==> src/rtl/mtimer_pkg.sv <==
package mtimer_pkg;

  typedef struct packed {
    logic free_run;   // wrap, no end of count
    logic dual_load;  // alternate reload slots
    logic dual_cap;   // alternate capture slots
    logic monitor;    // slot 1 follows counter
  } mode_t;

  function automatic mode_t mode_decode(input logic cont, input logic dual,
                                        input logic slot0_cap, input logic mon_dis);
    mode_t m;
    m.dual_load = dual & ~slot0_cap;
    m.dual_cap  = dual & slot0_cap;
    m.free_run  = slot0_cap & (dual | cont);
    m.monitor   = ~dual & ~mon_dis;
    return m;
  endfunction

endpackage

==> src/rtl/mtimer_prescale.sv <==
module mtimer_prescale #(
  parameter int PSC_W = 8
) (
  input  logic             clk_i,
  input  logic             rst_ni,
  input  logic             restart_i,
  input  logic [PSC_W-1:0] ld_i,
  output logic             tick_o
);

  logic [PSC_W-1:0] psc_q;

  assign tick_o = (psc_q == '0);

  always_ff @(posedge clk_i or negedge rst_ni) begin
    if (!rst_ni)                   psc_q <= '0;
    else if (restart_i || tick_o)  psc_q <= ld_i;
    else                           psc_q <= psc_q - 1'b1;
  end

endmodule

==> src/rtl/mtimer_counter.sv <==
module mtimer_counter #(
  parameter int CNT_W = 16
) (
  input  logic             clk_i,
  input  logic             rst_ni,
  input  logic             tick_i,
  input  logic             clr_i,
  input  logic             down_i,
  input  logic             cont_i,
  input  logic             free_i,
  input  logic             dual_load_i,
  input  logic             dual_i,
  input  logic [CNT_W-1:0] ld0_i,
  input  logic [CNT_W-1:0] ld1_i,
  input  logic [CNT_W-1:0] match_i,
  output logic [CNT_W-1:0] cnt_o,
  output logic [CNT_W-1:0] cnt_nxt_o,
  output logic             eoc_o,
  output logic             hit_o
);

  localparam logic [CNT_W-1:0] CNT_TOP = '1;

  logic [CNT_W-1:0] cnt_q, cnt_d, ld_val;
  logic             halt_q, halt_d, sel_q;
  logic             run, at_end;

  assign run    = tick_i & ~halt_q;
  assign at_end = down_i ? (cnt_q == '0) : (cnt_q == CNT_TOP);
  assign hit_o  = run & (cnt_q == match_i);
  assign eoc_o  = run & ~clr_i & ~free_i & at_end;
  assign ld_val = (dual_load_i && sel_q) ? ld1_i : ld0_i;

  always_comb begin
    cnt_d  = cnt_q;
    halt_d = halt_q;
    if (clr_i) begin
      cnt_d  = down_i ? CNT_TOP : '0;
      halt_d = 1'b0;
    end else if (eoc_o) begin
      cnt_d  = ld_val;
      halt_d = ~cont_i;
    end else if (run) begin
      cnt_d  = down_i ? cnt_q - 1'b1 : cnt_q + 1'b1;
    end
  end

  always_ff @(posedge clk_i or negedge rst_ni) begin
    if (!rst_ni) begin
      cnt_q  <= '0;
      halt_q <= 1'b0;
    end else begin
      cnt_q  <= cnt_d;
      halt_q <= halt_d;
    end
  end

  // reload pointer parks on slot 0 whenever dual mode is off
  always_ff @(posedge clk_i or negedge rst_ni) begin
    if (!rst_ni)                     sel_q <= 1'b0;
    else if (!dual_i)                sel_q <= 1'b0;
    else if (eoc_o && dual_load_i)   sel_q <= ~sel_q;
  end

  assign cnt_o     = cnt_q;
  assign cnt_nxt_o = cnt_d;

endmodule

==> src/rtl/mtimer_regs.sv <==
module mtimer_regs #(
  parameter int CNT_W = 16
) (
  input  logic             clk_i,
  input  logic             rst_ni,
  input  logic             cap_i,
  input  logic             cap_mode_i,
  input  logic             dual_cap_i,
  input  logic             monitor_i,
  input  logic [CNT_W-1:0] cnt_i,
  input  logic [CNT_W-1:0] cnt_nxt_i,
  input  logic             wr_slot0_i,
  input  logic             wr_slot1_i,
  input  logic             wr_match_i,
  input  logic [CNT_W-1:0] wr_data_i,
  output logic [CNT_W-1:0] slot0_o,
  output logic [CNT_W-1:0] slot1_o,
  output logic [CNT_W-1:0] match_o,
  output logic             cap0_o
);

  localparam int NSLOT = 2;

  logic             csel_q, cap_en;
  logic [NSLOT-1:0] cap_to, wr_to;
  logic [CNT_W-1:0] slot_q [NSLOT];
  logic [CNT_W-1:0] match_q;

  assign cap_en    = cap_i & cap_mode_i;
  assign cap_to[0] = cap_en & ~(dual_cap_i & csel_q);
  assign cap_to[1] = cap_en & dual_cap_i & csel_q;
  assign wr_to     = {wr_slot1_i, wr_slot0_i};

  always_ff @(posedge clk_i or negedge rst_ni) begin
    if (!rst_ni)          csel_q <= 1'b0;
    else if (!dual_cap_i) csel_q <= 1'b0;
    else if (cap_en)      csel_q <= ~csel_q;
  end

  for (genvar s = 0; s < NSLOT; s++) begin : g_slot
    logic follow;
    if (s == 1) begin : g_mon
      assign follow = monitor_i;
    end else begin : g_nomon
      assign follow = 1'b0;
    end
    always_ff @(posedge clk_i or negedge rst_ni) begin
      if (!rst_ni)        slot_q[s] <= '0;
      else if (follow)    slot_q[s] <= cnt_nxt_i;
      else if (cap_to[s]) slot_q[s] <= cnt_i;
      else if (wr_to[s])  slot_q[s] <= wr_data_i;
    end
  end

  always_ff @(posedge clk_i or negedge rst_ni) begin
    if (!rst_ni)         match_q <= '0;
    else if (wr_match_i) match_q <= wr_data_i;
  end

  assign slot0_o = slot_q[0];
  assign slot1_o = slot_q[1];
  assign match_o = match_q;
  assign cap0_o  = cap_to[0];

endmodule

==> src/rtl/mtimer_core.sv <==
module mtimer_core
  import mtimer_pkg::*;
#(
  parameter int CNT_W = 16,
  parameter int PSC_W = 8
) (
  input  logic             clk_i,
  input  logic             rst_ni,
  input  logic             cap_i,
  input  logic             cont_i,
  input  logic             down_i,
  input  logic             dual_i,
  input  logic             slot0_cap_i,
  input  logic             mon_dis_i,
  input  logic             clr_cap_i,
  input  logic             clr_cmp_i,
  input  logic             sw_clr_i,
  input  logic [PSC_W-1:0] psc_ld_i,
  input  logic             wr_slot0_i,
  input  logic             wr_slot1_i,
  input  logic             wr_match_i,
  input  logic [CNT_W-1:0] wr_data_i,
  output logic [CNT_W-1:0] cnt_o,
  output logic [CNT_W-1:0] slot0_o,
  output logic [CNT_W-1:0] slot1_o,
  output logic [CNT_W-1:0] match_o,
  output logic             eoc_o,
  output logic             hit_o
);

  mode_t            mode;
  logic             tick, clr, hit, cap0;
  logic [CNT_W-1:0] cnt, cnt_nxt;

  assign mode = mode_decode(cont_i, dual_i, slot0_cap_i, mon_dis_i);

  // software clear first, then capture, then match; all load the same value
  assign clr = sw_clr_i | (cap0 & clr_cap_i) | (hit & clr_cmp_i);

  mtimer_prescale #(.PSC_W(PSC_W)) u_psc (
    .clk_i     (clk_i),
    .rst_ni    (rst_ni),
    .restart_i (clr),
    .ld_i      (psc_ld_i),
    .tick_o    (tick)
  );

  mtimer_counter #(.CNT_W(CNT_W)) u_cnt (
    .clk_i       (clk_i),
    .rst_ni      (rst_ni),
    .tick_i      (tick),
    .clr_i       (clr),
    .down_i      (down_i),
    .cont_i      (cont_i),
    .free_i      (mode.free_run),
    .dual_load_i (mode.dual_load),
    .dual_i      (dual_i),
    .ld0_i       (slot0_o),
    .ld1_i       (slot1_o),
    .match_i     (match_o),
    .cnt_o       (cnt),
    .cnt_nxt_o   (cnt_nxt),
    .eoc_o       (eoc_o),
    .hit_o       (hit)
  );

  mtimer_regs #(.CNT_W(CNT_W)) u_regs (
    .clk_i      (clk_i),
    .rst_ni     (rst_ni),
    .cap_i      (cap_i),
    .cap_mode_i (slot0_cap_i),
    .dual_cap_i (mode.dual_cap),
    .monitor_i  (mode.monitor),
    .cnt_i      (cnt),
    .cnt_nxt_i  (cnt_nxt),
    .wr_slot0_i (wr_slot0_i),
    .wr_slot1_i (wr_slot1_i),
    .wr_match_i (wr_match_i),
    .wr_data_i  (wr_data_i),
    .slot0_o    (slot0_o),
    .slot1_o    (slot1_o),
    .match_o    (match_o),
    .cap0_o     (cap0)
  );

  assign cnt_o = cnt;
  assign hit_o = hit;

endmodule

==> config.mk <==
export PLATFORM = sky130hd
export DESIGN_NAME = mtimer_core
export DESIGN_NICKNAME = d
export VERILOG_FILES = /design/src/rtl/mtimer_pkg.sv /design/src/rtl/mtimer_prescale.sv /design/src/rtl/mtimer_counter.sv /design/src/rtl/mtimer_regs.sv /design/src/rtl/mtimer_core.sv
export SDC_FILE = /design/constraint.sdc
export NUM_CORES = 1
export LEC_CHECK = 0
export ABC_AREA = 1
export ABC_CLOCK_PERIOD_IN_PS = 2700
export BUFFER_PORTS_ARGS = -buffer_cell sky130_fd_sc_hd__buf_2
export CORE_MARGIN = 2
export CORE_UTILIZATION = 40
export CTS_CLUSTER_DIAMETER = 60
export DETAILED_ROUTE_END_ITERATION = 10
export PLACE_DENSITY_LB_ADDON = 0.3
export SLEW_MARGIN = 20
export SYNTH_ARGS = -nofsm -noshare
export SYNTH_HDL_FRONTEND = slang
export SYNTH_SLANG_ARGS = --single-unit
export TNS_END_PERCENT = 100
==> constraint.sdc <==
create_clock -name clk_i -period 2.7 [get_ports clk_i]
set_input_delay 0.405 -clock clk_i [delete_from_list [all_inputs] [get_ports clk_i]]
set_output_delay 0.405 -clock clk_i [all_outputs]
set_load 0.005 [all_outputs]
==> qor.yml, run 1 <==
outcome:
  status: "finished clean"
clock_tree:
  clk_pin_slew_worst_paths_ns: 0.06
  cts_tree: "done"
  clk_path_buf_depth: 2
  cts_hold_buf: 0
  insertion_delay_ns: 0.35
  cts-root-buf: "clkbuf_16"
  cts_buffers: 9
  h-tree-depth: 3
  cts_sinks: 75
floorplan:
  rows: 42
  ios: 104
  start_util_pct: 40.9
  core_sq_um: 13200
  die_x_um: 120
  die_y_um: 120
  die_area_sq_um: 14500
detailed_routing:
  routedWlPerCell_um: 16.6
  avgViaCountPerCell: 5.19
  vias: 5618
  drc: 0
  first_pass_iters: 5
  first_iter_violations: 390
  drt_wl_total_um: 17900
  antenna_left: 0
setup_path:
  path_class: "reg2out"
  crit_fanout: 15
  cp_data_required_time_ns: 2.30
  worstPathArrival_ns: 2.16
  reg2reg_depth: 12
  end_kind: "output pin"
  cp-start-kind: "register"
sta:
  hold_viol: 0
  timing.hold.ws_ns: 0.0673
  fin_crit_sh_pct: 94.8
  tightest_slew_ns: 0.616
  period_minus_slack_ns: 2.56
  drv_slew: 0
  skew_ns: 0.00746
  slew_headroom_pct: 58.9
  fmax_mhz: 391
  setup_viol: 0
synthesis:
  async_flop_share_pct: 100
  synth.distinct_cells: 42
  syn_nets: 854
  syn_inst: 799
  syn_avg_cell_area_sq_um: 6.78
  ys_seq_area_share_pct: 34.6
  ys_warn_count: 0
  synth_flop_cell: "dfrtp_1"
  ys_ff_latch: 75
  synth_area_sq_um: 5420
  synth_edf_count: 0
global_routing:
  grt_max_degree: 76
  grt_pass1_wl_um: 27800
  grt_pass1_vias: 5231
  grt_overflow: 0
  grt_use_total_pct: 25.2
  antenna_found_initial: 0
final_layout:
  drive_gt1_share_pct: 19.9
  syn_to_final_growth_pct: 19.0
  final_cell_mix: "247 x nand2_1, 102 x buf_2, 93 x inv_1"
  design_area_sq_um: 6450
  layout_commonest_cell: "nand2_1"
  final_util_pct: 48.7
  fillCellCount: 1434
  finalNetCount: 957
  n_antenna_cell: 0
placement:
  placed_area_sq_um: 6110
  gp_congestion: 0.961
  place_hpwl_um: 13300
  io_buffers: 103
pwr:
  p_per_area_nw_per_um2: 559
  p_seq_share_pct: 39.9
  p_sw_uw: 1270
  p_int_uw: 2340
  pwr-share-clk_pct: 32.4
  p_leak_uw: 0.00346
  pwr-share-comb_pct: 27.7
  ir_drop_mv: 0.314
  sw_frac_of_total_pct: 35.1
worst_hold_path:
  hold_class: "in2async"
run:
  maxCapViolations: 0
-- power by group through the flow --
stage	sequential, uW	combinational, uW	clock (uW)
6_report	1440	999	1170
5_1_grt	1450	1130	1220
4_1_cts	1430	992	1180
3_5_place_dp	1450	986	0
3_3_place_gp	1450	982	0
2_1_floorplan	1390	640	0
-- flip-flops by register name, summed over array words and instances (netlist names) --
signal,cells
u_cnt.cnt_o,16
u_cnt.halt_q,1
u_cnt.sel_q,1
u_psc.psc_q,8
u_regs.csel_q,1
u_regs.match_o,16
u_regs.slot0_o,16
u_regs.slot1_o,16
-- synthesized netlist by cell type, drive strengths merged (2+ instances only) --
library cell | instances | area (sq um)
a21oi | 27 | 135
a22oi | 2 | 15.0
buf | 17 | 116
clkbuf | 12 | 45.0
clkinv | 2 | 7.51
dfrtp | 75 | 1880
ha | 16 | 200
inv | 102 | 383
mux2 | 10 | 113
nand2 | 256 | 993
nand3 | 91 | 465
nand3b | 2 | 27.5
nand4 | 13 | 81.3
nor2 | 75 | 294
nor3 | 4 | 20.0
o211ai | 15 | 123
o21ai | 50 | 254
o21bai | 2 | 18.8
o221ai | 2 | 17.5
xnor2 | 6 | 52.6
xor2 | 13 | 114
-- area by class of cell --
type                            instances  area [sq um]  area share, %
Sequential cell                        75          1880           29.1
Multi-Input combinational cell        591          3010           46.7
Inverter                              104           394           6.11
Tap cell                              176           220           3.41
Clock inverter                          2          10.0          0.155
Clock buffer                           13           270           4.19
Timing Repair Buffer                  121           666           10.3
-- final timing paths --
check	startpoint	slack (ns)	endpoint
worst max-delay path	u_psc.psc_q[0]	0.14	eoc_o
worst min-delay path	rst_ni	0.07	u_regs.slot0_o[1]
worst max register to register	u_cnt.cnt_o[2]	0.40	u_regs.slot1_o[11]
worst min register to register	u_psc.psc_q[0]	0.45	u_psc.psc_q[0]
max in group asynchronous	rst_ni	2.28	u_cnt.cnt_o[13]
min in group clk_i	psc_ld_i[3]	0.26	u_psc.psc_q[3]
-- metal layers --
| layer | wire length, um | track usage (%) | up-vias |
|---|---|---|---|
| met5 | 0 | 0 | - |
| met4 | 538 | 10.9 | 0 |
| met3 | 1270 | 3.82 | 34 |
| met2 | 8070 | 39.9 | 215 |
| met1 | 8040 | 34.3 | 2583 |
| li1 | - | - | 2786 |
-- cells by family after synthesis --
kind of cell | synth area share (%)
XOR/XNOR | 3.07
multiplexers | 2.26
AO/OA/AOI/OAI | 10.7
flip-flops | 34.6
adder cells (fa/ha/maj) | 4.06
buffers and inverters | 10.2
AND/OR/NAND/NOR | 35.1
-- stage by stage --
stage          worst slack, ns  power, uW   TNS, ns  instances
3_5_place_dp             0.198       2440         0       1062
2_1_floorplan            0.785       2030         0        799
6_report                 0.140       3600         0       1082
4_1_cts                 0.0451       3610         0       1077
5_1_grt               -0.00389       3800  -0.00389       1082
3_3_place_gp             0.220       2430         0       1062
-- worst max-delay path, stage by stage (launching register included) --
cell        delay, ns
dfrtp_1          0.37
inv_1            0.11
ha_1             0.15
nand2_1          0.06
nand3b_4         0.29
nor2_1           0.18
nand3_2          0.20
clkinvlp_4       0.21
nand2_1          0.08
inv_1            0.05
buf_2            0.10
-- what timing repair did --
| action | in CTS | in global routing |
|---|---|---|
| endpoints found under the hold margin | 0 | 0 |
| resized for setup | 0 | 5 |
| setup endpoints to repair | 0 | 1 |
| setup buffers | 0 | 5 |
Note: power is estimated with default switching activity, not from simulation.
==> inputs of run 2 (changes only) <==
Settings changed: SYNTH_HIERARCHICAL from default to 1.
==> run 2 against run 1 <==
Net effect: the flow now finishes with violations (setup timing); count of clock-buffer cells in the layout decreased by 1; combinational power grew 23%; synthesized cell count down 0.63%; non-clock buffer count increased by 70; via count increased by 7.5%; area after synthesis grew 0.85%; clock skew up 0.00051 ns; critical path type is now reg2reg.
==> qor.yml, run 2 <==
clock_tree:
  cts-root-buf: "clkbuf_16"
  clk_pin_slew_worst_paths_ns: 0.06
  cts_tree: "done"
  cts_buffers: 9
  h-tree-depth: 3
  clk_path_buf_depth: 2
  cts_sinks: 75
  insertion_delay_ns: 0.34
pwr:
  ir_drop_mv: 0.371
  p_per_area_nw_per_um2: 515
  p_leak_uw: 0.00397
  power_uw: 3720
setup_path:
  path_class: "reg2reg"
  slowest_stage: "dfrtp_1"
  crit_fanout: 6
  cp_data_required_time_ns: 2.93
  path_common_cell: "buf_4"
  path_buf_inv: 15
  slowest_delay_ns: 0.40
  worstPathArrival_ns: 2.94
  cp-start-kind: "register"
  crit_chain: "inv_2 -> ha_4 -> nand3_4 -> buf_4 -> buf_6 -> buf_4 -> buf_4 -> buf_4 -> buf_4 -> buf_4 -> buf_4 -> buf_4 -> buf_4 -> buf_4 -> buf_4 -> o21bai_4 -> buf_12 -> buf_6 -> o21ai_2"
  critPathTopFamily: "buffers and inverters"
  end_kind: "register"
global_routing:
  grt_pass1_wl_um: 29400
  grt_use_total_pct: 25.6
  grt_pass1_vias: 5663
  grt_max_degree: 76
  grt_overflow: 0
  antenna_found_initial: 0
sta:
  drv_slew: 0
  fin_crit_sh_pct: 100
  setup_viol: 2
  skew_ns: 0.00796
  slew_headroom_pct: 34.6
  timing.hold.ws_ns: 0.221
  hold_viol: 0
  fmax_mhz: 369
  tightest_slew_ns: 0.980
  rsz0062_at_grt: "yes"
  period_minus_slack_ns: 2.71
  setup_ws_ns: -0.00915
floorplan:
  rows: 42
  start_util_pct: 41.1
  die_area_sq_um: 14600
  die_y_um: 121
  ios: 104
  die_x_um: 121
  core_sq_um: 13300
synthesis:
  yosysMostFrequentCell: "nand2_1"
  synth.distinct_cells: 40
  synth_area_sq_um: 5470
  yosys-top-cells-count: "294 x nand2_1, 104 x nand3_1, 76 x inv_1"
  synth_top_area_cell: "dfrtp_1"
  syn_avg_cell_area_sq_um: 6.88
  syn_inst: 794
  synth_area_leaders: "dfrtp_1 34%, nand2_1 20%, nand3_1 9.5%, inv_1 5.2%, nor2_1 4.9%"
  syn_nets: 849
  synth_edf_count: 0
  ys_ff_latch: 75
  ys_warn_count: 6
  ys_seq_area_share_pct: 34.3
  synth_top_cell_area_share_pct: 34.3
  async_flop_share_pct: 100
  synth_flop_cell: "dfrtp_1"
detailed_routing:
  drc: 0
  routedWlPerCell_um: 16.2
  antenna_left: 0
  first_iter_violations: 670
  avgViaCountPerCell: 5.27
  vias: 6037
  drt_wl_total_um: 18600
  first_pass_iters: 5
final_layout:
  final_cell_mix: "274 x nand2_1, 101 x buf_2, 95 x nand3_1"
  syn_to_final_growth_pct: 32.3
  layout_commonest_cell: "nand2_1"
  n_antenna_cell: 0
  finalNetCount: 1022
  design_area_sq_um: 7230
  fillCellCount: 1309
  drive_gt1_share_pct: 31.1
placement:
  io_buffers: 103
  gp_congestion: 0.887
  placed_area_sq_um: 6440
  place_hpwl_um: 13200
outcome:
  violations: "setup timing"
  status: "complete, but fails checks"
worst_hold_path:
  hold_class: "in2async"
run:
  maxCapViolations: 0
-- run 2: cell count changes in the layout (fill, tap and decap cells not counted), sizes merged, moves of 4 or more --
cell    delta
a21oi      -8
buf       +70
or2        +4
nor2       +4
inv       -22
nand3b     +5
o211ai    -15
mux2       +9
mux2i      +7
nand4      -7
xor2       -8
nand3     +13
nand2     +46
o21ai     -36
-- run 2: timing repair --
action	CTS	global route
gates resized for setup	15	58
setup buffers	21	15
setup endpoints to repair	17	25
gates cloned	0	1
hold buffers	0	0
pin swaps	13	61
-- run 2: routing by layer --
metal | part of all wire, % | global-route usage (%) | vias up
met2 | 47 | 41.5 | 278
met5 | 0 | 0 | -
met1 | 43 | 35.8 | 2851
li1 | - | - | 2878
met3 | 8.1 | 3.67 | 30
met4 | 1.7 | 6.98 | 0
-- run 2: final timing paths --
kind | start | endpoint | slack, ns | cells past startpoint
setup / recovery | u_psc/psc_q[1] | u_psc/psc_q[1] | -0.009 | 19
hold / removal | rst_ni | u_regs/slot0_o[4] | 0.22 | 1
setup reg to reg | u_psc/psc_q[1] | u_psc/psc_q[1] | -0.009 | 19
hold reg to reg | u_psc/psc_q[0] | u_psc/psc_q[0] | 0.47 | 1
max in group asynchronous | rst_ni | u_psc/psc_q[4] | 1.84 | 1
min in group clk_i | psc_ld_i[2] | u_psc/psc_q[2] | 0.27 | 3
-- run 2: worst reg2reg max path, cell delays in order, from the launching register on --
cell      delay [ns]
dfrtp_1         0.40
inv_2           0.09
ha_4            0.14
nand3_4         0.07
buf_4           0.14
buf_6           0.10
buf_4           0.11
buf_4           0.12
buf_4           0.12
buf_4           0.12
buf_4           0.12
buf_4           0.12
buf_4           0.12
buf_4           0.12
buf_4           0.13
buf_4           0.13
o21bai_4        0.17
buf_12          0.15
buf_6           0.09
o21ai_2         0.04
-- run 2: kinds of logic (layout without fill, tap and decap cells) --
kind of cell,count (synthesis),in the layout,synth area share [%]
buf+inv,110,286,9.23
xor+xnor,9,9,1.44
compound gates,44,44,4.92
simple gates,512,512,40.7
mux,27,27,5.38
flops,75,75,34.3
fa+ha+maj,17,17,4.03
-- run 2: power breakdown --
group	switching [uW]	internal, uW
registers	122	1250
logic	695	533
clock network	456	661
total	1270	2450
-- run 2: layout make-up --
cell class                      count  area, sq um  share of cell area (%)
Clock buffer                       12          256                    3.55
Multi-Input combinational cell    609         3280                    45.4
Sequential cell                    75         1880                    26.0
Clock inverter                      2         12.5                   0.173
Tap cell                          176          220                    3.05
Inverter                           81          315                    4.36
Timing Repair Buffer              191         1270                    17.5
-- run 2: through the flow --
step | cells | setup WS [ns] | setup TNS, ns | utilization, %
4_1_cts | 1132 | -0.0298 | -0.0390 | 52.2
5_1_grt | 1146 | -0.158 | -2.24 | 54.4
2_1_floorplan | 794 | 0.0169 | 0 | -
3_3_place_gp | 1097 | -0.139 | -1.21 | 48.4
6_report | 1146 | -0.00915 | -0.0147 | 54.4
3_5_place_dp | 1097 | -0.194 | -2.19 | 48.4
==> inputs of run 3 (changes only) <==
--- a/config.mk
+++ b/config.mk
@@ -8,3 +8,3 @@
 export ABC_AREA = 1
-export ABC_CLOCK_PERIOD_IN_PS = 2700
+export ABC_CLOCK_PERIOD_IN_PS = 2400
 export BUFFER_PORTS_ARGS = -buffer_cell sky130_fd_sc_hd__buf_2
@@ -15,2 +15,3 @@
 export PLACE_DENSITY_LB_ADDON = 0.3
+export SETUP_SLACK_MARGIN = 0.3
 export SLEW_MARGIN = 20
==> constraint.sdc (replaced) <==
create_clock -name clk_i -period 2.4 [get_ports clk_i]
set_input_delay 0.72 -clock clk_i [delete_from_list [all_inputs] [get_ports clk_i]]
set_output_delay 0.72 -clock clk_i [all_outputs]
set_load 0.005 [all_outputs]
==> run 3 against run 2 <==
Net effect: the run still ends with setup timing left; sequential cell count unchanged; worst hold slack better by 0.14 ns; sequential share of layout area fell by 1.2 points; global-route usage up 0.62 points; utilization increased by 2.6 points; count of clock-buffer cells in the layout decreased by 1; combinational power up 19%; total power is 21% higher.
==> qor.yml, run 3 (synthesized netlist as in run 2, its figures left out) <==
sta:
  fin_crit_sh_pct: 125
  timing.hold.ws_ns: 0.365
  skew_ns: 0.00985
  setup_ws_ns: -0.589
  finalSetupTns_ns: -10.54
  hold_viol: 0
  rsz0062_at_grt: "yes"
  period_minus_slack_ns: 2.99
  slew_headroom_pct: 47.5
  setup_viol: 42
  drv_slew: 0
  tightest_slew_ns: 0.786
  fmax_mhz: 335
clock_tree:
  cts_hold_buf: 0
  h-tree-depth: 3
  insertion_delay_ns: 0.34
  clk_pin_slew_worst_paths_ns: 0.06
  cts_tree: "done"
  clk_path_buf_depth: 2
  cts-root-buf: "clkbuf_16"
  cts_buffers: 9
  cts_sinks: 75
setup_path:
  path_class: "reg2out"
  slowest_delay_ns: 0.41
  cp-start-kind: "register"
  worstPathArrival_ns: 2.27
  reg2reg_slack_ns: -0.53
  r2r-start: "u_psc/psc_q[3]"
  crit_chain: "nor2_4 -> nand2_2 -> nor2_4 -> nand2_4 -> inv_4 -> o21ai_2 -> nor4_2 -> nand3_1 -> nor2_2 -> nand2_1 -> nand3_2 -> nor3_4 -> nand2_2 -> inv_2 -> buf_2"
  crit_fanout: 4
  reg2reg_depth: 23
  r2r_end: "u_regs/slot1_o[9]"
  cp_data_required_time_ns: 1.68
  end_kind: "output pin"
  slowest_stage: "dfrtp_1"
floorplan:
  rows: 42
  die_x_um: 121
  die_area_sq_um: 14600
  core_sq_um: 13300
  start_util_pct: 41.1
  ios: 104
  die_y_um: 121
global_routing:
  grt_pass1_wl_um: 30100
  antenna_found_initial: 0
  grt_use_total_pct: 26.2
  grt_max_degree: 42
  grt_overflow: 0
  grt_pass1_vias: 5845
final_layout:
  design_area_sq_um: 7570
  finalNetCount: 1046
  fin_cells: 1172
  seqCellArea_sq_um: 1880
  layout_commonest_cell: "nand2_1"
  multi_input_comb_area_sq_um: 3300
  final_util_pct: 56.9
  n_antenna_cell: 0
  drive_gt1_share_pct: 32.7
  fillCellCount: 1234
  syn_to_final_growth_pct: 38.5
  final_cell_mix: "276 x nand2_1, 101 x buf_2, 95 x nand3_1"
pwr:
  pwr-share-clk_pct: 33.4
  ir_drop_mv: 0.387
  p_sw_uw: 1500
  p_int_uw: 3010
  p_leak_uw: 0.00414
  sw_frac_of_total_pct: 33.4
  p_per_area_nw_per_um2: 596
  pwr-share-comb_pct: 32.3
  p_seq_share_pct: 34.2
outcome:
  status: "complete, but fails checks"
  violations: "setup timing"
placement:
  dp.cells: 1128
  place_hpwl_um: 13300
  placed_area_sq_um: 6770
  gp_congestion: 0.912
  io_buffers: 103
detailed_routing:
  routedWlPerCell_um: 16.3
  avgViaCountPerCell: 5.29
  drt_wl_total_um: 19100
  drc: 0
  antenna_left: 0
  vias: 6204
  first_iter_violations: 649
  first_pass_iters: 6
worst_hold_path:
  hold_class: "in2async"
run:
  maxCapViolations: 0
==> run 3: power groups by stage <==
stage / clock (uW) / sequential [uW] / combinational, uW
2_1_floorplan: 0 / 1580 / 695
3_3_place_gp: 0 / 1560 / 1300
3_5_place_dp: 0 / 1560 / 1320
4_1_cts: 1520 / 1540 / 1380
5_1_grt: 1570 / 1560 / 1610
6_report: 1510 / 1540 / 1460
==> run 3: per-layer routing <==
layer  global-route usage, %  vias to the layer above  part of all wire [%]
met2                    40.8                      356                    46
met1                    36.9                     2861                    43
met3                    4.84                       52                   8.9
met4                    8.36                        0                   2.7
li1                        -                     2935                     -
met5                       0                        -                     0
==> run 3: through the flow <==
| step | total power (uW) | setup WS [ns] |
|---|---|---|
| 2_1_floorplan | 2270 | -0.249 |
| 3_3_place_gp | 2860 | -0.291 |
| 3_5_place_dp | 2880 | -0.322 |
| 4_1_cts | 4450 | -0.642 |
| 5_1_grt | 4740 | -0.737 |
| 6_report | 4510 | -0.589 |
==> run 3: repair_timing <==
| item | in CTS | in global routing |
|---|---|---|
| hold endpoints to repair | 0 | 0 |
| resized for setup | 34 | 26 |
| buffers inserted | 18 | 7 |
| gates cloned | 2 | 1 |
| setup endpoints to repair | 44 | 44 |
| pin swaps | 71 | 29 |
==> run 3: critical path: cells and delay by family, from the launching register on <==
kind            cells  cell delay (ns)
buf+inv             3             0.21
compound gates      1             0.05
flops               1             0.41
simple gates       11             1.24
==> run 3: how the worst max path moves through the flow <==
stage / cells after the start / startpoint / slack (ns) / endpoint
2_1_floorplan: 15 / u_psc/psc_q[5] / -0.25 / eoc_o
3_3_place_gp: 16 / u_psc/psc_q[0] / -0.29 / eoc_o
3_5_place_dp: 21 / u_psc/psc_q[5] / -0.32 / u_regs/slot1_o[10]
4_1_cts: 16 / u_psc/psc_q[1] / -0.64 / eoc_o
5_1_grt: 16 / u_psc/psc_q[0] / -0.74 / eoc_o
6_report: 15 / u_psc/psc_q[3] / -0.59 / eoc_o
==> run 3: layout make-up <==
cell class	instances	share of cell area, %
clock buffer	11	3.21
clock inverter	5	1.12
inverter	81	4.17
multi-input combinational	610	43.6
sequential	75	24.8
tap	176	2.91
timing repair buffer	214	20.2
